File: src/rtl/tap_timer_pkg.sv
package tap_timer_pkg;
  localparam int CNT_W    = 16;
  localparam int NUM_TAPS = 4;

  // stage number for each select code {A,B}
  function automatic int tap_stage(input int code);
    case (code)
      0:       return 13;
      1:       return 10;
      2:       return 8;
      default: return 16;
    endcase
  endfunction
endpackage

File: src/rtl/tap_counter.sv
module tap_counter #(
  parameter int W = 16
) (
  input  logic         clk_i,
  input  logic         rst_ni,
  input  logic         clr_i,
  input  logic         en_i,
  output logic [W-1:0] cnt_o,
  output logic [W-1:0] cnt_nx_o
);
  logic [W-1:0] cnt_q;

  assign cnt_nx_o = cnt_q + W'(1);
  assign cnt_o    = cnt_q;

  always_ff @(posedge clk_i or negedge rst_ni) begin
    if (!rst_ni)     cnt_q <= '0;
    else if (clr_i)  cnt_q <= '0;
    else if (en_i)   cnt_q <= cnt_nx_o;
  end

  AST_CNT_STEP: assert property (@(posedge clk_i) disable iff (!rst_ni)
    (en_i && !clr_i) |=> cnt_q == W'($past(cnt_q) + W'(1))) else $error("step");
  AST_CNT_HOLD: assert property (@(posedge clk_i) disable iff (!rst_ni)
    (!en_i && !clr_i) |=> $stable(cnt_q)) else $error("hold");
  AST_CNT_CLR: assert property (@(posedge clk_i) disable iff (!rst_ni)
    clr_i |=> cnt_q == '0) else $error("clr");
endmodule

File: src/rtl/tap_select.sv
module tap_select
  import tap_timer_pkg::*;
#(
  parameter int W = CNT_W
) (
  input  logic [W-1:0] cnt_i,
  input  logic [1:0]   sel_i,
  output logic         bit_o
);
  logic [NUM_TAPS-1:0] taps;

  for (genvar i = 0; i < NUM_TAPS; i++) begin : g_tap
    localparam int IDX = tap_stage(i) - 1;
    assign taps[i] = cnt_i[IDX];
  end

  assign bit_o = taps[sel_i];
endmodule

File: src/rtl/oneshot_latch.sv
module oneshot_latch (
  input  logic clk_i,
  input  logic rst_ni,
  input  logic clr_i,
  input  logic set_i,
  output logic q_o
);
  logic q_q;

  always_ff @(posedge clk_i or negedge rst_ni) begin
    if (!rst_ni)     q_q <= 1'b0;
    else if (clr_i)  q_q <= 1'b0;
    else if (set_i)  q_q <= 1'b1;
  end

  assign q_o = q_q;

  AST_LATCH_KEEP: assert property (@(posedge clk_i) disable iff (!rst_ni)
    (q_q && !clr_i) |=> q_q) else $error("keep");
  AST_LATCH_CLR: assert property (@(posedge clk_i) disable iff (!rst_ni)
    clr_i |=> !q_q) else $error("clear");
endmodule

File: src/rtl/tap_timer.sv
module tap_timer
  import tap_timer_pkg::*;
#(
  parameter int W = CNT_W
) (
  input  logic clk_i,
  input  logic rst_ni,
  input  logic auto_dis_i,
  input  logic mreset_i,
  input  logic tick_i,
  input  logic sel_a_i,
  input  logic sel_b_i,
  input  logic recycle_i,
  input  logic invert_i,
  output logic timer_o
);
  logic [1:0]   sel;
  logic [W-1:0] cnt_q, cnt_nx;
  logic         cur_bit, nx_bit;
  logic         arm_q, run, hold, cnt_en, rise, latch_q;

  assign sel = {sel_a_i, sel_b_i};

  // arm once a master reset has been seen; needed only when auto start is off
  always_ff @(posedge clk_i or negedge rst_ni) begin
    if (!rst_ni)        arm_q <= 1'b0;
    else if (mreset_i)  arm_q <= 1'b1;
  end

  assign run    = arm_q | ~auto_dis_i;
  assign hold   = latch_q & ~recycle_i;
  assign cnt_en = tick_i & run & ~hold & ~mreset_i;

  tap_counter #(.W(W)) u_cnt (
    .clk_i    (clk_i),
    .rst_ni   (rst_ni),
    .clr_i    (mreset_i),
    .en_i     (cnt_en),
    .cnt_o    (cnt_q),
    .cnt_nx_o (cnt_nx)
  );

  tap_select #(.W(W)) u_sel_cur (.cnt_i(cnt_q),  .sel_i(sel), .bit_o(cur_bit));
  tap_select #(.W(W)) u_sel_nx  (.cnt_i(cnt_nx), .sel_i(sel), .bit_o(nx_bit));

  assign rise = cnt_en & ~cur_bit & nx_bit;

  oneshot_latch u_latch (
    .clk_i  (clk_i),
    .rst_ni (rst_ni),
    .clr_i  (mreset_i | recycle_i),
    .set_i  (rise & ~recycle_i),
    .q_o    (latch_q)
  );

  assign timer_o = (recycle_i ? cur_bit : latch_q) ^ invert_i;

  AST_FROZEN: assert property (@(posedge clk_i) disable iff (!rst_ni)
    (latch_q && !recycle_i && !mreset_i) |=> $stable(cnt_q)) else $error("frozen");
  AST_PARKED: assert property (@(posedge clk_i) disable iff (!rst_ni)
    (auto_dis_i && !arm_q && !mreset_i) |=> $stable(cnt_q)) else $error("parked");
  AST_MRESET_IDLE: assert property (@(posedge clk_i) disable iff (!rst_ni)
    mreset_i |=> (!latch_q && cnt_q == '0)) else $error("mreset");
  AST_MODE_RELEASE: assert property (@(posedge clk_i) disable iff (!rst_ni)
    recycle_i |=> !latch_q) else $error("release");
endmodule

File: config.mk
export PLATFORM = sky130hd
export DESIGN_NAME = tap_timer
export DESIGN_NICKNAME = d
export VERILOG_FILES = /design/src/rtl/tap_timer_pkg.sv /design/src/rtl/tap_counter.sv /design/src/rtl/tap_select.sv /design/src/rtl/oneshot_latch.sv /design/src/rtl/tap_timer.sv
export SDC_FILE = /design/constraint.sdc
export NUM_CORES = 1
export LEC_CHECK = 0
export BUFFER_PORTS_ARGS = -buffer_cell sky130_fd_sc_hd__buf_2
export CORE_AREA = 4 4 55 57
export DETAILED_ROUTE_END_ITERATION = 8
export DIE_AREA = 0 0 59 61
export SLEW_MARGIN = 0
export SYNTH_ARGS = -nofsm -noshare
export SYNTH_HDL_FRONTEND = slang
export SYNTH_SLANG_ARGS = --single-unit
File: constraint.sdc
create_clock -name clk_i -period 1.5 [get_ports clk_i]
set_input_delay 0.225 -clock clk_i [delete_from_list [all_inputs] [get_ports clk_i]]
set_output_delay 0.225 -clock clk_i [all_outputs]
set_load 0.01 [all_outputs]
==> metrics.csv, run 1 <==
stage;metric;value;unit
run_status;outcome;complete, but fails checks;
run_status;violations;setup timing;
sta;min_period;1820;ps
global_routing;grt_use_total;0.167;
clocking;htreeDepth;1;
run;drv_cap;0;
clocking;cts_sinks;18;
sta;whs;237;ps
synth;ys_async_sr_fraction;1.00;
final_layout;layoutNonFillerInstCount;182;
synth;synth-simple-area-share;0.363;
routing;vias_per_cell;5.31;
critical_path;rrSetupSlack;-160;ps
routing;dr.pass1.iters;5;
synth;synth_xor_area_frac;0.109;
critical_path;worstPathMaxFanout;2;
synth;synth-seq-cells;18;
final_layout;utilization;0.628;
die;core-area;0.00248;mm^2
clocking;insertion_delay;300;ps
routing;drc;0;
sta;worst_slew_pin_slew;409;ps
clocking;cts_made_buffers;3;
synth;seq_area_frac_synth;0.402;
synth;synth_top_family_by_area;simple AND/OR/NAND/NOR gates;
sta;rsz0062_at_grt;yes;
power;leakage;0.710;nW
sta;finalCritPeriodShare;1.21;
die;io_pins;10;
clocking;cts.root.buffer_cell;clkbuf_4;
synth;ys_top_cells_by_count;18 x dfrtp_1, 17 x nor2_1, 10 x nand2_1, 10 x xnor2_1, 8 x nor3_1;
sta;max_freq;549;MHz
placed_design;gp_congestion;0.788;
routing;routed_wl;2720;um
final_layout;diodes;0;
clocking;cts_buffer_depth;2;
final_layout;drive_above_1_share;0.454;
critical_path;crit_chain;mux4_2 -> nand2_1 -> nand2_1 -> xor2_1 -> buf_2;
routing;vias;966;
sta;setup-violations-final;5;
die;die_w;59;um
synth;yosysUniqueCellTypes;32;
power;power.total;0.865;mW
global_routing;grt_overflow;0;
critical_path;path_buf_inv;1;
synth;synthAdderAreaFrac;0.0112;
placed_design;io_buffers;9;
synth;postSynthAreaPerCell;10.3;um^2
critical_path;arrival;1600;ps
synth;yosys_warnings;0;
critical_path;cpMostUsedCell;nand2_1;
critical_path;critPathRequiredTime;1270;ps
die;rows;18;
die;dieArea;0.00360;mm^2
sta;fin_skew;11.4;ps
synth;synth_compound_area_frac;0.0502;
routing;ant_nets;0;
final_layout;layout-area-overhead-vs-synth;38.8;%
power;vdd_drop_max;486;uV
routing;drt_iter0_drc;43;
die;start_util;0.453;
synth;synth_edf_count;0;
clocking;clk_pin_slew;110;ps
global_routing;antenna_found_initial;0;
clocking;cts_tree;built;
power;pwr_density_cell;556;mW/mm^2
synth;yosysMostFrequentCell;dfrtp_1;
hold_path;hp-class;input port to register;
synth;muxShareOfSynthArea;0.0379;
critical_path;max_stage_delay;480;ps
sta;final.setup.worst_slack;-320;ps
critical_path;crit_path_start_kind;register;
placed_design;dpl_cell_area;0.00140;mm^2
sta;hold_viol;0;
synth;synthTopCellsByArea;dfrtp_1 40%, xnor2_1 7.8%, nand4_4 5.7%;
critical_path;worst_setup_path_end_kind;output pin;
critical_path;cp_slowest_cell;mux4_2;
global_routing;grt_max_degree;19;
critical_path;crit_family;multiplexers;
synth;synth_top_area_share;0.402;
synth;syn-num-nets;119;
synth;synthCells;109;
routing;wl_per_cell;15.0;um
final_layout;fin_area;0.00156;mm^2
global_routing;grt_pass1_vias;1007;
sta;slew_headroom;0.727;
global_routing;grt_pass1_wl;4470;um
placed_design;hpwl;1950;um
final_layout;nets;163;
synth;yosys.area.top_type;dfrtp_1;
final_layout;fillers;197;
critical_path;critPathKind;register to output pin;
placed_design;dp.cells;172;
sta;report.final.slew_viol_count;0;
synth;syn-cell-area;0.00112;mm^2
synth;synth-main-ff-cell;dfrtp_1;
die;die_h;61;um
## final cells by class
type	count	area, um^2	area share
Multi-Input combinational cell	87	717	0.461
Clock buffer	4	26.3	0.0169
Tap cell	30	37.5	0.0241
Sequential cell	18	453	0.291
Timing Repair Buffer	43	323	0.207
## what timing repair did
action                     4_1_cts  5_1_grt
buffers inserted                 2        5
setup endpoints to repair        9       12
pin swaps                        2       10
resized for setup                6        9
hold buffers                     1        0
cloned                           0        0
hold endpoints to repair        18        0
## cells in the final DEF, fill, tap and decap left out, types with 2 or more instances in the layout
cell type / instances
a21oi_2: 3
nor2_1: 17
buf_4: 30
nand2b_1: 3
nor4_4: 5
nand3_4: 2
buf_6: 2
nand2_1: 10
dfrtp_1: 16
mux2i_1: 2
o21ai_0: 2
nand4_1: 2
buf_2: 9
xnor2_1: 10
dfrtp_2: 2
nor3_1: 6
or3_1: 2
nand4_4: 3
xor2_1: 4
clkbuf_4: 3
## where the power goes
part	leakage, nW	internal [mW]	total [mW]	switching, mW
Sequential	0.241	0.492	0.499	0.00670
Combinational	0.454	0.0539	0.115	0.0614
Clock	0.0150	0.103	0.251	0.147
## per-layer routing
metal | track usage | share of wire | vias up
met1 | 0.210 | 0.44 | 453
met4 | 0.0744 | 0.030 | 0
li1 | - | - | 473
met2 | 0.278 | 0.48 | 28
met5 | 0 | 0 | -
met3 | 0.0340 | 0.044 | 12
## sequential cells by signal, indices dropped and copies added, names as in the netlist
signal and flops:
arm_q 1, u_cnt.cnt_o 16, u_latch.q_o 1
## per-stage QoR
stage	setup slack, ps	TNS [ps]
2_1_floorplan	-4.44	-4.44
6_report	-320	-574
3_5_place_dp	-106	-319
3_3_place_gp	-61.3	-109
5_1_grt	-415	-1160
4_1_cts	-332	-614
## worst reg2reg max path, cell delays in order, from the launching register on
cell and delay (ps):
dfrtp_1 380, buf_6 110, nand4_1 160, nor4_4 370
mux2i_1 250, o21ai_1 80, a32o_1 220
## final timing paths
path,from,end,cells after the start
hold / removal,mreset_i,u_cnt.cnt_o[7],2
setup reg to reg,u_cnt.cnt_o[12],u_latch.q_o,6
setup / recovery,u_cnt.cnt_o[9],timer_o,5
max in group asynchronous,rst_ni,u_cnt.cnt_o[9],2
hold reg to reg,arm_q,arm_q,1
min in group asynchronous,rst_ni,u_cnt.cnt_o[12],2
## kinds of logic after synthesis
family                     after synthesis
and+or+nand+nor                         60
muxes                                    3
buffers and inverters                    4
xor gates and xnor gates                14
AOI/OAI and AO/OA                        9
DFF                                     18
adders and majority gates                1
Note: power is estimated with default switching activity, not from simulation.
==> run 2, diff against run 1 <==
==> constraint.sdc (replaced) <==
create_clock -name clk_i -period 1.5 [get_ports clk_i]
set_input_delay 0.3 -clock clk_i [delete_from_list [all_inputs] [get_ports clk_i]]
set_output_delay 0.3 -clock clk_i [all_outputs]
set_load 0.01 [all_outputs]
==> run 2 against run 1 <==
  * The run still ends with setup timing left
  * Clock power is 2% lower
  * First-iteration DRC count increased by 35%
  * Worst hold slack better by 89 ps
  * Critical path depth stayed put
  * Via count up 1.9%
  * Maximum frequency decreased by 4.3%
  * Setup slack worse by 82 ps
  * Combinational power grew 12%
  * Clock skew decreased by 5.0 ps
  * Highest routed layer unchanged
==> metrics.csv, run 2 (synthesized netlist as in run 1, its figures left out) <==
stage;metric;value;unit
sta;whs;326;ps
routing;drc;0;
final_layout;fillers;191;
hold_path;hp-class;input port to register;
die;die_h;61;um
sta;slew_headroom;0.721;
final_layout;diodes;0;
global_routing;grt_max_degree;19;
power;power.total;0.876;mW
final_layout;mostFrequentLayoutCell;buf_4;
clocking;cts_sinks;18;
clocking;htreeDepth;1;
global_routing;grt_pass1_wl;4930;um
routing;routed_wl;2720;um
final_layout;utilization;0.678;
critical_path;critPathKind;register to output pin;
run;drv_cap;0;
power;vdd_drop_max;403;uV
sta;setup-violations-final;8;
critical_path;worst_setup_path_end_kind;output pin;
final_layout;layout-area-overhead-vs-synth;49.8;%
critical_path;arrival;1600;ps
power;leakage;0.750;nW
routing;dr.pass1.iters;4;
clocking;clk_pin_slew;110;ps
power;pwr_density_cell;522;mW/mm^2
critical_path;critPathRequiredTime;1200;ps
sta;hold_viol;0;
global_routing;grt_pass1_vias;1096;
final_layout;multiInputGateArea;788;um^2
placed_design;dpl_cell_area;0.00138;mm^2
clocking;cts.root.buffer_cell;clkbuf_4;
placed_design;hpwl;1880;um
clocking;cts_made_buffers;3;
global_routing;grt_use_total;0.182;
routing;drt_iter0_drc;58;
routing;ant_nets;0;
sta;worst_slew_pin_slew;419;ps
routing;vias;984;
clocking;cts_buffer_depth;2;
routing;vias_per_cell;5.35;
run_status;violations;setup timing;
run_status;outcome;complete, but fails checks;
sta;rsz0062_at_grt;yes;
final_layout;largest_reg_flops;16;
final_layout;nets;166;
critical_path;crit_path_start_kind;register;
final_layout;final_cell_mix;25 x buf_4, 17 x nor2_1, 14 x dfrtp_1;
die;start_util;0.453;
critical_path;rrSetupSlack;-180;ps
critical_path;worstPathMaxFanout;2;
placed_design;gp_congestion;0.813;
placed_design;io_buffers;9;
final_layout;fin_area;0.00168;mm^2
die;die_w;59;um
sta;max_freq;526;MHz
sta;report.final.slew_viol_count;0;
die;core-area;0.00248;mm^2
sta;finalCritPeriodShare;1.27;
global_routing;antenna_found_initial;0;
sta;final.setup.worst_slack;-402;ps
die;dieArea;0.00360;mm^2
die;io_pins;10;
clocking;cts_tree;built;
routing;wl_per_cell;14.8;um
die;rows;18;
placed_design;pre_cts_ws;-131;ps
sta;fin_skew;6.42;ps
global_routing;grt_overflow;0;
final_layout;seqCellArea;455;um^2
final_layout;drive_above_1_share;0.545;
clocking;insertion_delay;290;ps
sta;min_period;1900;ps
## run 2: critical path, cell delays in order (launching register included)
cell and delay [ps]:
dfrtp_2 420, mux4_2 490, nand2_2 80, nand2_2 50, xor2_2 130, buf_2 130
## run 2: area by class of cell
cell class                 instances  share of cell area
timing repair buffer              46               0.224
sequential                        18               0.271
multi-input combinational         87               0.469
tap                               30              0.0224
clock buffer                       3              0.0134
## run 2: through the flow
| step | TNS [ps] | cells |
|---|---|---|
| final | -786 | 184 |
| after detailed placement | -616 | 170 |
| after CTS | -723 | 182 |
| after floorplan | -37.4 | 109 |
| after global routing | -1590 | 184 |
| after global placement | -380 | 170 |
## run 2: power breakdown
part	internal (mW)	total, mW	switching, mW
Clock	0.0934	0.245	0.151
Combinational	0.0637	0.129	0.0650
Sequential	0.492	0.502	0.00996
Total	0.650	0.876	0.226
## run 2: path summary, 6_finish.rpt
kind                           startpoint  cells past startpoint             end
min in group asynchronous          rst_ni                      2           arm_q
setup / recovery           u_cnt.cnt_o[7]                      5         timer_o
max in group asynchronous          rst_ni                      2  u_cnt.cnt_o[9]
hold / removal                   mreset_i                      2  u_cnt.cnt_o[6]
setup reg to reg           u_cnt.cnt_o[7]                      8     u_latch.q_o
hold reg to reg                     arm_q                      1           arm_q
## run 2: per-layer routing
| metal | part of all wire | wire [um] | vias up | track usage |
|---|---|---|---|---|
| met1 | 0.45 | 1220 | 486 | 0.228 |
| li1 | - | - | 474 | - |
| met3 | 0.040 | 110 | 6 | 0.0447 |
| met5 | 0 | 0 | - | 0 |
| met4 | 0.016 | 44 | 0 | 0.0809 |
| met2 | 0.49 | 1340 | 18 | 0.298 |
## run 2: repair_timing
item,in CTS,in global routing
setup buffers,9,2
setup endpoints to repair,12,14
hold endpoints to repair,18,0
resized for setup,13,25
hold buffers,1,0
pin swaps,10,14
==> run 3, diff against run 2 <==
RECOVER_POWER = 100   (was default)
==> run 3 against run 2 <==
  * The run still ends with setup timing left
  * Critical path type unchanged
  * Highest routed layer unchanged
  * Cell area decreased by 0.97%
  * Register-to-register slack about the same
  * Maximum frequency is essentially flat
  * Global-route usage did not move
==> metrics.csv, run 3 (synthesized netlist as in run 1, its figures left out) <==
stage;metric;value;unit
run_status;outcome;complete, but fails checks;
run_status;violations;setup timing;
critical_path;worstPathMaxFanout;2;
clocking;cts_sinks;18;
run;drv_cap;0;
final_layout;fillers;195;
hold_path;hp-class;input port to register;
routing;dr.pass1.iters;4;
sta;fin_skew;6.18;ps
power;vdd_drop_max;403;uV
final_layout;multiInputGateArea;776;um^2
global_routing;grt_use_total;0.182;
routing;drt_iter0_drc;57;
critical_path;critPathRequiredTime;1200;ps
sta;hold_viol;0;
critical_path;arrival;1600;ps
sta;finalCritPeriodShare;1.27;
critical_path;max_stage_delay;490;ps
sta;max_freq;526;MHz
final_layout;mostFrequentLayoutCell;buf_4;
clocking;cts_tree;built;
final_layout;seqCellArea;455;um^2
power;power.internal;0.646;mW
final_layout;layout-area-overhead-vs-synth;48.3;%
final_layout;drive_above_1_share;0.532;
global_routing;grt_overflow;0;
critical_path;critPathKind;register to output pin;
die;io_pins;10;
die;rows;18;
sta;whs;327;ps
critical_path;cp_slowest_cell;mux4_2;
clocking;htreeDepth;1;
placed_design;io_buffers;9;
power;sequentialPowerShare;0.575;
power;pwr_density_cell;523;mW/mm^2
clocking;clk_pin_slew;110;ps
global_routing;grt_pass1_vias;1096;
sta;report.final.slew_viol_count;0;
power;leakage;0.748;nW
sta;worst_slew_pin_slew;468;ps
critical_path;crit_path_start_kind;register;
die;die_h;61;um
routing;routed_wl;2720;um
clocking;insertion_delay;290;ps
die;dieArea;0.00360;mm^2
final_layout;diodes;0;
die;die_w;59;um
placed_design;gp_congestion;0.813;
power;clockPowerShare;0.281;
global_routing;grt_max_degree;19;
placed_design;hpwl;1880;um
clocking;cts_made_buffers;3;
final_layout;nets;166;
critical_path;cpMostUsedCell;nand2_2;
global_routing;grt_pass1_wl;4930;um
clocking;cts.root.buffer_cell;clkbuf_4;
critical_path;worst_setup_path_end_kind;output pin;
routing;vias_per_cell;5.35;
routing;wl_per_cell;14.8;um
sta;final.setup.worst_slack;-401;ps
placed_design;dp.cells;170;
routing;ant_nets;0;
global_routing;antenna_found_initial;0;
power;switchingPower;0.223;mW
final_layout;largest_reg_flops;16;
critical_path;crit_chain;mux4_2 -> nand2_2 -> nand2_2 -> xor2_2 -> buf_2;
sta;min_period;1900;ps
placed_design;pre_cts_ws;-131;ps
power;p_comb_frac;0.144;
sta;tns;-827;ps
die;core-area;0.00248;mm^2
critical_path;path_buf_inv;1;
power;p_sw_frac;0.257;
final_layout;layoutNonFillerInstCount;184;
sta;slew_headroom;0.688;
sta;setup-violations-final;7;
clocking;cts_buffer_depth;2;
sta;rsz0062_at_grt;yes;
final_layout;final_cell_mix;24 x buf_4, 17 x nor2_1, 14 x dfrtp_1;
routing;vias;984;
die;start_util;0.453;
critical_path;crit_family;multiplexers;
routing;drc;0;
## run 3: final cells by class
class | count | share of cell area
Clock buffer | 3 | 0.0135
Sequential cell | 18 | 0.274
Timing Repair Buffer | 46 | 0.223
Tap cell | 30 | 0.0226
Multi-Input combinational cell | 87 | 0.467
## run 3: per-layer routing
metal | part of all wire | wire (um) | global-route usage | up-vias
met5 | 0 | 0 | 0 | -
met4 | 0.016 | 44 | 0.0809 | 0
met3 | 0.042 | 115 | 0.0447 | 6
met2 | 0.49 | 1340 | 0.298 | 20
met1 | 0.45 | 1220 | 0.228 | 485
li1 | - | - | - | 473
## run 3: through the flow
| step | area (um^2) | power, mW | util |
|---|---|---|---|
| 6_report | 1660 | 0.870 | 0.671 |
| 5_1_grt | 1660 | 0.923 | 0.671 |
| 4_1_cts | 1530 | 0.869 | 0.619 |
| 3_5_place_dp | 1380 | 0.602 | 0.558 |
| 3_3_place_gp | 1380 | 0.598 | 0.558 |
| 2_1_floorplan | 1130 | 0.551 | - |
## run 3: what timing repair did
action / in CTS / in global routing
gates resized for setup: 13 / 25
setup endpoints to repair: 12 / 14
hold endpoints to repair: 18 / 0
hold buffers: 1 / 0
pin swaps: 10 / 14
setup buffers: 9 / 2
## run 3: power by group through the flow
| stage | logic (mW) | registers (mW) | clock network [mW] |
|---|---|---|---|
| finish | 0.125 | 0.500 | 0.244 |
| global route | 0.140 | 0.501 | 0.282 |
| floorplan | 0.0429 | 0.508 | 0 |
| global placement | 0.0905 | 0.508 | 0 |
| detailed placement | 0.0939 | 0.508 | 0 |
| CTS | 0.111 | 0.498 | 0.260 |
## run 3: worst paths after layout
check	depth (start not counted)	to	from	slack, ps
max	5	timer_o	u_cnt.cnt_o[7]	-400
min	2	u_cnt.cnt_o[6]	mreset_i	330
max reg2reg	8	u_latch.q_o	u_cnt.cnt_o[7]	-180
min reg2reg	1	arm_q	arm_q	470
max in group asynchronous	2	u_cnt.cnt_o[9]	rst_ni	660
min in group asynchronous	2	arm_q	rst_ni	480
